**src/rtl/ldst_pkg.sv**
```systemverilog
package ldst_pkg;

  localparam int unsigned LANES  = 4;
  localparam int unsigned LANE_W = 8;
  localparam int unsigned DATA_W = LANES * LANE_W;

  typedef enum logic [1:0] {
    SZ_BYTE = 2'd0,
    SZ_HALF = 2'd1,
    SZ_WORD = 2'd2,
    SZ_RSVD = 2'd3
  } accSize_e;

  // strobes from control to datapath
  typedef struct packed {
    logic issue;    // access goes to memory this cycle
    logic write;    // issued access is a store
    logic capture;  // issued access is a load: remember lane info
  } ctrlStrobe_t;

endpackage

```
**src/rtl/ldst_ctrl.sv**
```systemverilog
module ldst_ctrl
  import ldst_pkg::*;
(
  input  logic        clk,
  input  logic        rstN,
  input  logic        reqValid,
  input  logic        reqIsStore,
  input  accSize_e    reqSize,
  input  logic [1:0]  eaLow,
  output ctrlStrobe_t strobe,
  output logic        trapTaken,
  output logic        suspend,
  output logic        loadValid
);

  logic misaligned;
  logic legal;

  always_comb begin
    unique case (reqSize)
      SZ_BYTE: misaligned = 1'b0;
      SZ_HALF: misaligned = eaLow[0];
      default: misaligned = (eaLow != 2'b00);
    endcase
  end

  assign legal          = reqValid && !misaligned;
  assign trapTaken      = reqValid && misaligned;
  assign strobe.issue   = legal;
  assign strobe.write   = legal && reqIsStore;
  assign strobe.capture = legal && !reqIsStore;
  assign suspend        = legal;

  always_ff @(posedge clk) begin
    if (!rstN) loadValid <= 1'b0;
    else       loadValid <= strobe.capture;
  end

  // a trap cycle is never followed by a load result
  p_trap_noret_r10: assert property (@(posedge clk) disable iff (!rstN)
    trapTaken |=> !loadValid);

endmodule

```
**src/rtl/ldst_dpath.sv**
```systemverilog
module ldst_dpath
  import ldst_pkg::*;
#(
  parameter int unsigned IMM_W = 19
) (
  input  logic              clk,
  input  logic              rstN,
  input  ctrlStrobe_t       strobe,
  input  logic              reqRelative,
  input  accSize_e          reqSize,
  input  logic              reqSigned,
  input  logic [DATA_W-1:0] baseVal,
  input  logic [DATA_W-1:0] offsetVal,
  input  logic [DATA_W-1:0] pcVal,
  input  logic [IMM_W-1:0]  immRel,
  input  logic [DATA_W-1:0] storeData,
  input  logic [DATA_W-1:0] memRdata,
  output logic [1:0]        eaLow,
  output logic [DATA_W-1:0] memAddr,
  output logic [LANES-1:0]  memBe,
  output logic [DATA_W-1:0] memWdata,
  output logic [DATA_W-1:0] loadData,
  output logic              flagZ,
  output logic              flagN,
  output logic              flagV,
  output logic              flagC
);

  localparam int unsigned EXT_W  = DATA_W - IMM_W;
  localparam int unsigned HALF_W = 2 * LANE_W;

  logic [DATA_W-1:0] immExt;
  logic [DATA_W-1:0] effAddr;

  assign immExt  = {{EXT_W{immRel[IMM_W-1]}}, immRel};
  assign effAddr = reqRelative ? (pcVal + immExt) : (baseVal + offsetVal);
  assign eaLow   = effAddr[1:0];
  assign memAddr = {effAddr[DATA_W-1:2], 2'b00};

  // byte enables, one lane per generate step
  for (genvar g = 0; g < LANES; g++) begin : g_be
    localparam logic [1:0] LANE_ID = 2'(g);
    always_comb begin
      unique case (reqSize)
        SZ_BYTE: memBe[g] = (effAddr[1:0] == LANE_ID);
        SZ_HALF: memBe[g] = (effAddr[1] == LANE_ID[1]);
        default: memBe[g] = 1'b1;
      endcase
    end
  end

  always_comb begin
    unique case (reqSize)
      SZ_BYTE: memWdata = {LANES{storeData[LANE_W-1:0]}};
      SZ_HALF: memWdata = {(LANES/2){storeData[HALF_W-1:0]}};
      default: memWdata = storeData;
    endcase
  end

  // remember where the load result lives until the data returns
  logic [1:0] pendLane;
  accSize_e   pendSize;
  logic       pendSigned;

  always_ff @(posedge clk) begin
    if (!rstN) begin
      pendLane   <= 2'b00;
      pendSize   <= SZ_WORD;
      pendSigned <= 1'b0;
    end else if (strobe.capture) begin
      pendLane   <= effAddr[1:0];
      pendSize   <= reqSize;
      pendSigned <= reqSigned;
    end
  end

  logic [LANE_W-1:0] laneByte [LANES];
  for (genvar g = 0; g < LANES; g++) begin : g_lane
    assign laneByte[g] = memRdata[g*LANE_W +: LANE_W];
  end

  logic [LANE_W-1:0] byteSel;
  logic [HALF_W-1:0] halfSel;

  assign byteSel = laneByte[pendLane];
  assign halfSel = pendLane[1] ? memRdata[DATA_W-1:HALF_W] : memRdata[HALF_W-1:0];

  always_comb begin
    unique case (pendSize)
      SZ_BYTE: loadData = pendSigned ? {{(DATA_W-LANE_W){byteSel[LANE_W-1]}}, byteSel}
                                     : {{(DATA_W-LANE_W){1'b0}}, byteSel};
      SZ_HALF: loadData = pendSigned ? {{(DATA_W-HALF_W){halfSel[HALF_W-1]}}, halfSel}
                                     : {{(DATA_W-HALF_W){1'b0}}, halfSel};
      default: loadData = memRdata;
    endcase
  end

  assign flagZ = (loadData == '0);
  assign flagN = loadData[DATA_W-1];
  assign flagV = 1'b0;
  assign flagC = 1'b0;

  // no word access reaches memory unless word aligned
  p_word_align_r2: assert property (@(posedge clk) disable iff (!rstN)
    (strobe.issue && (reqSize == SZ_WORD || reqSize == SZ_RSVD)) |-> (effAddr[1:0] == 2'b00));

  // no halfword access reaches memory on an odd address
  p_half_align_r3: assert property (@(posedge clk) disable iff (!rstN)
    (strobe.issue && reqSize == SZ_HALF) |-> !effAddr[0]);

  // a byte store enables exactly one lane, a halfword store two
  p_byte_lane_r6: assert property (@(posedge clk) disable iff (!rstN)
    (strobe.write && reqSize == SZ_BYTE) |-> ($countones(memBe) == 1));
  p_half_lane_r6: assert property (@(posedge clk) disable iff (!rstN)
    (strobe.write && reqSize == SZ_HALF) |-> ($countones(memBe) == 2));

endmodule

```
**src/rtl/ldst_unit.sv**
```systemverilog
module ldst_unit
  import ldst_pkg::*;
#(
  parameter int unsigned IMM_W    = 19,
  parameter logic [31:0] TRAP_VEC = 32'h8000_0000
) (
  input  logic              clk,
  input  logic              rstN,
  input  logic              reqValid,
  input  logic              reqIsStore,
  input  logic [1:0]        reqSize,
  input  logic              reqSigned,
  input  logic              reqRelative,
  input  logic [31:0]       baseVal,
  input  logic [31:0]       offsetVal,
  input  logic [31:0]       pcVal,
  input  logic [IMM_W-1:0]  immRel,
  input  logic [31:0]       storeData,
  output logic              memReq,
  output logic              memWe,
  output logic [31:0]       memAddr,
  output logic [3:0]        memBe,
  output logic [31:0]       memWdata,
  input  logic [31:0]       memRdata,
  output logic              suspend,
  output logic              trapTaken,
  output logic [31:0]       trapVector,
  output logic              loadValid,
  output logic [31:0]       loadData,
  output logic              flagZ,
  output logic              flagN,
  output logic              flagV,
  output logic              flagC
);

  ctrlStrobe_t strobe;
  logic [1:0]  eaLow;
  accSize_e    sizeCode;

  assign sizeCode   = accSize_e'(reqSize);
  assign memReq     = strobe.issue;
  assign memWe      = strobe.write;
  assign trapVector = TRAP_VEC;

  ldst_ctrl i_ctrl (
    .clk        (clk),
    .rstN       (rstN),
    .reqValid   (reqValid),
    .reqIsStore (reqIsStore),
    .reqSize    (sizeCode),
    .eaLow      (eaLow),
    .strobe     (strobe),
    .trapTaken  (trapTaken),
    .suspend    (suspend),
    .loadValid  (loadValid)
  );

  ldst_dpath #(.IMM_W(IMM_W)) i_dpath (
    .clk         (clk),
    .rstN        (rstN),
    .strobe      (strobe),
    .reqRelative (reqRelative),
    .reqSize     (sizeCode),
    .reqSigned   (reqSigned),
    .baseVal     (baseVal),
    .offsetVal   (offsetVal),
    .pcVal       (pcVal),
    .immRel      (immRel),
    .storeData   (storeData),
    .memRdata    (memRdata),
    .eaLow       (eaLow),
    .memAddr     (memAddr),
    .memBe       (memBe),
    .memWdata    (memWdata),
    .loadData    (loadData),
    .flagZ       (flagZ),
    .flagN       (flagN),
    .flagV       (flagV),
    .flagC       (flagC)
  );

  // byte accesses never trap
  p_byte_notrap_r4: assert property (@(posedge clk) disable iff (!rstN)
    (reqValid && reqSize == 2'd0) |-> !trapTaken);

  // a store is never followed by a load result
  p_store_noret_r10: assert property (@(posedge clk) disable iff (!rstN)
    (memReq && memWe) |=> !loadValid);

  // a load request always returns in the next cycle
  p_load_ret_r7: assert property (@(posedge clk) disable iff (!rstN)
    (memReq && !memWe) |=> loadValid);

endmodule

```
**config.mk**
```make
export PLATFORM = sky130hd
export DESIGN_NAME = ldst_unit
export DESIGN_NICKNAME = d
export VERILOG_FILES = /design/src/rtl/ldst_pkg.sv /design/src/rtl/ldst_ctrl.sv /design/src/rtl/ldst_dpath.sv /design/src/rtl/ldst_unit.sv
export SDC_FILE = /design/constraint.sdc
export NUM_CORES = 1
export LEC_CHECK = 0
export BUFFER_PORTS_ARGS = -buffer_cell sky130_fd_sc_hd__buf_2
export CORE_ASPECT_RATIO = 0.75
export CORE_MARGIN = 2
export CORE_UTILIZATION = 39
export CTS_BUF_LIST = sky130_fd_sc_hd__clkbuf_8
export DETAILED_ROUTE_END_ITERATION = 10
export PLACE_DENSITY_LB_ADDON = 0.1
export SYNTH_ARGS = -nofsm -noshare
export SYNTH_HDL_FRONTEND = slang
export SYNTH_SLANG_ARGS = --single-unit
export TNS_END_PERCENT = 50
```
**constraint.sdc**
```tcl
create_clock -name clk -period 3.39 [get_ports clk]
set_clock_uncertainty 0.05 [all_clocks]
set_input_delay 0.1695 -clock clk [delete_from_list [all_inputs] [get_ports clk]]
set_output_delay 0.1695 -clock clk [all_outputs]
set_load 0.03 [all_outputs]
```
==> summary.md <==
| Metric | Value |
|---|---|
| Slew Viols, Final | `0` |
| RR Startpoint | `i_dpath.pendSize[0]$_SDFFE_PN0P_` |
| Final core occ | `50.7%` |
| Share of layout cells above drive strength 1 | `about a third` |
| Area growth, synth to finish | `26.4%` |
| Register bit total from synthesis | `6` |
| Root Driver | `clkbuf_8` |
| Inst Count DP | `between 1k and 1.5k` |
| Fmax | `slightly above 300 MHz` |
| Slew @ Worst Pin | `between 700 and 800 ps` |
| Final setup viols | `0` |
| Rows | `37` |
| Synth Flop Type | `dfxtp_1` |
| Hold path cells | `2` |
| Int Power | `between 0.7 and 0.8 mW` |
| Hold Path Class | `primary input to register` |
| Async set-reset flop share out of synthesis | `0%` |
| Slowest CP cell | `or4b_4` |
| Hold Path Sink | `i_dpath.pendSize[1]$_SDFFE_PN1P_` |
| Worst IR Drop VDD | `0.000123 V` |
| Final wirelength | `19.4 mm` |
| Fin cells | `between 1k and 1.5k` |
| Total leakage power | `approximately 3.7 nW` |
| Status | `completed` |
| Chip Width | `142 um` |
| Max FO, Critical Path | `6` |
| Leading cell types in the layout, fill and taps excluded | `buf_2, nand2_1, a21oi_1, o21ai_0` |
| Synth top area share | `14.0%` |
| Drt initial violations | `540` |
| Vias in the first global route | `5978` |
| Clk buf depth | `2` |
| Register area share after synthesis | `2.17%` |
| Psw | `between 1 and 1.5 mW` |
| GP Congestion | `0.983` |
| Final hold violations | `0` |
| # IOs | `328` |
| Post-CTS sizing | `0` |
| Total gr overflow | `0` |
| Worst setup path category | `primary input to output port` |
| Sequential Power Share | `4.5%` |
| Worst endpoint data arrival time | `3070 ps` |
| DR WL/cell | `15.5 um` |
| Tmin final | `3290 ps` |
| Hold_sp | `rstN` |
| Drc violations | `0` |
| DRT Pass-1 Iters | `5` |
| R2R setup slack | `about 2500 ps` |
| Synth cell types | `66` |
| Top post-synthesis cells by area | `ha_1, a21oi_1, buf_4, a21o_1, o21ai_0` |
| Synth Cell Area | `5540 um^2` |
| FF-to-FF path depth | `2` |
| Maxcap violations | `0` |
| Initial Util | `~40%` |
| Antenna-violating nets left | `0` |
| IO buf count | `291` |
| Clock sink count | `6` |
| Layout Nets | `1332` |
| Number of synthesized flops with an enable pin | `0` |
| Die area | `15200 um^2` |
| Core Footprint | `roughly 14000 um^2` |
| Critical Path RT | `3170 ps` |
| Setup TNS | `0 ps` |
| Dpl ws | `179 ps` |
| Clk pin slew, worst setup/hold paths | `~40 ps` |
| Die Ht | `107 um` |
| Number of H-tree levels | `1` |
| Max incr delay on CP | `570 ps` |
| Final period util | `between 90% and 100%` |
| Slew HR | `between 50% and 60%` |
| Crit path launch type | `primary input` |
| Hold Buf Count CTS | `0` |
| Routed via count | `6716` |
| Drt via density | `5.35` |
| Initial antenna violation count | `2` |
| Syn Inst Count | `818` |
| CP cell instances | `buf_2 > ha_1 > a21oi_4 > o21ai_2 > or4_4 > a311oi_2 > nor3_1 > or4b_4 > nand4_1 > nor3b_2 > buf_2` |
| Leading cell type in the layout, fill and taps excluded | `buf_2` |
| Syn. warnings | `0` |
| Inserted Clock Buffers | `3` |
| Unrepaired setup endpoints after global routing | `no` |
| Mean post-synth cell area | `6.77 um^2` |
| CTS tree | `done` |
| Critical R2R Capture | `i_dpath.pendSize[0]$_SDFFE_PN0P_` |
| Pwr Density | `251 nW/um^2` |
| Combinational share of power | `89.4%` |
| Overall Power | `1.75 mW` |
| Crit. End Element | `output port` |
| Cell taking the most area after synthesis | `ha_1` |
| DPL Wire Length | `16.5 mm` |
| First-pass GRT wire length | `29.7 mm` |
| Total GRT Usage | `between 20% and 30%` |
| Most frequent CP cell | `buf_2` |
| Clock network power share | `6.1%` |
| Largest net degree at the start of global routing | `37` |
| Post-CTS Setup Inserts | `0` |
| Worst setup margin | `98.3 ps` |
| Switching share of power | `58.9%` |
| Clk_lat worst skew | `220 ps` |
==> critical path, delay by kind of cell <==
kind	cells	cell delay [ps]
simple gates	5	1490
compound gates	3	690
buf+inv	2	330
fa+ha+maj	1	390
==> metrics by stage <==
stage,hold slack (ps),cell area (um^2)
after floorplan,181,5670
after global placement,301,6940
after detailed placement,300,6940
after CTS,65.9,6980
after global routing,93.1,7000
final,69.0,7000
==> sequential cells by signal, summed over array words and instances (netlist names) <==
signal	flops
i_dpath.pendSigned	1
i_dpath.pendLane	2
i_ctrl.loadValid	1
i_dpath.pendSize	2
==> area by class of cell <==
cell class	instances	area, um^2
Fill cell	1453	6800
Sequential cell	6	120
Clock buffer	3	41.3
Multi-Input combinational cell	726	4910
Tap cell	175	219
Antenna cell	1	2.50
Inverter	40	150
Timing Repair Buffer	304	1550
==> worst max-delay path by stage <==
stage	from	endpoint	slack [ps]	cells past startpoint
after CTS	pcVal[13]	memAddr[30]	180	11
after global routing	pcVal[13]	memAddr[30]	20	11
final	pcVal[13]	memAddr[30]	100	11
after global placement	pcVal[13]	memAddr[30]	220	11
after floorplan	pcVal[11]	memAddr[24]	340	9
after detailed placement	pcVal[13]	memAddr[30]	180	11
==> layer usage <==
metal | vias to the layer above | track usage (%) | share of wire (%)
met2 | 284 | 36.3 | 44
met5 | - | 0 | 0.067
met1 | 2963 | 35.2 | 49
met4 | 2 | 3.29 | 0.85
met3 | 19 | 3.17 | 6.9
li1 | 3448 | - | -
==> synth_stat cells, types with 3 or more instances <==
library cell   n
o21bai_1      11
a211oi_1      13
o211ai_1       8
clkbuf_1      23
a2111oi_0      4
o31ai_1        5
nand4_1        8
nor3_1        15
buf_1          5
a31oi_1       10
ha_1          62
nand2_1       84
dfxtp_1        6
a2bb2oi_1      7
mux2_2        20
nor2_1        62
nand2b_1      13
and2b_1        3
a22oi_1        8
buf_6          3
and2_1         3
and3_1         3
o21a_1         4
o21ai_0       65
inv_1         40
xnor2_1       22
nor3b_1        4
or3_1          6
a21o_1        45
buf_4         46
a221oi_1      12
nand3_1       19
or2_2          4
nor4_1         7
a21oi_1       70
a21boi_0       8
nor2b_1        7
mux2i_1       25
xor2_1        22
==> power groups by stage <==
stage / clock network [mW] / logic, mW / registers [mW]
after floorplan: 0 / 1.14 / 0.0787
after global placement: 0 / 1.55 / 0.0797
after detailed placement: 0 / 1.55 / 0.0798
after CTS: 0.109 / 1.56 / 0.0788
after global routing: 0.114 / 1.70 / 0.0794
final: 0.108 / 1.57 / 0.0788
==> cells by family after synthesis <==
logic type      Yosys count  share of synthesized area [%]
compound gates          291                           34.6
simple gates            246                           21.1
buf+inv                 120                           11.7
fa+ha+maj                64                           14.7
mux                      45                           8.59
xor+xnor                 44                           6.96
flops                     6                           2.17
other cells               2                          0.136
(Power assumes the default switching activity.)
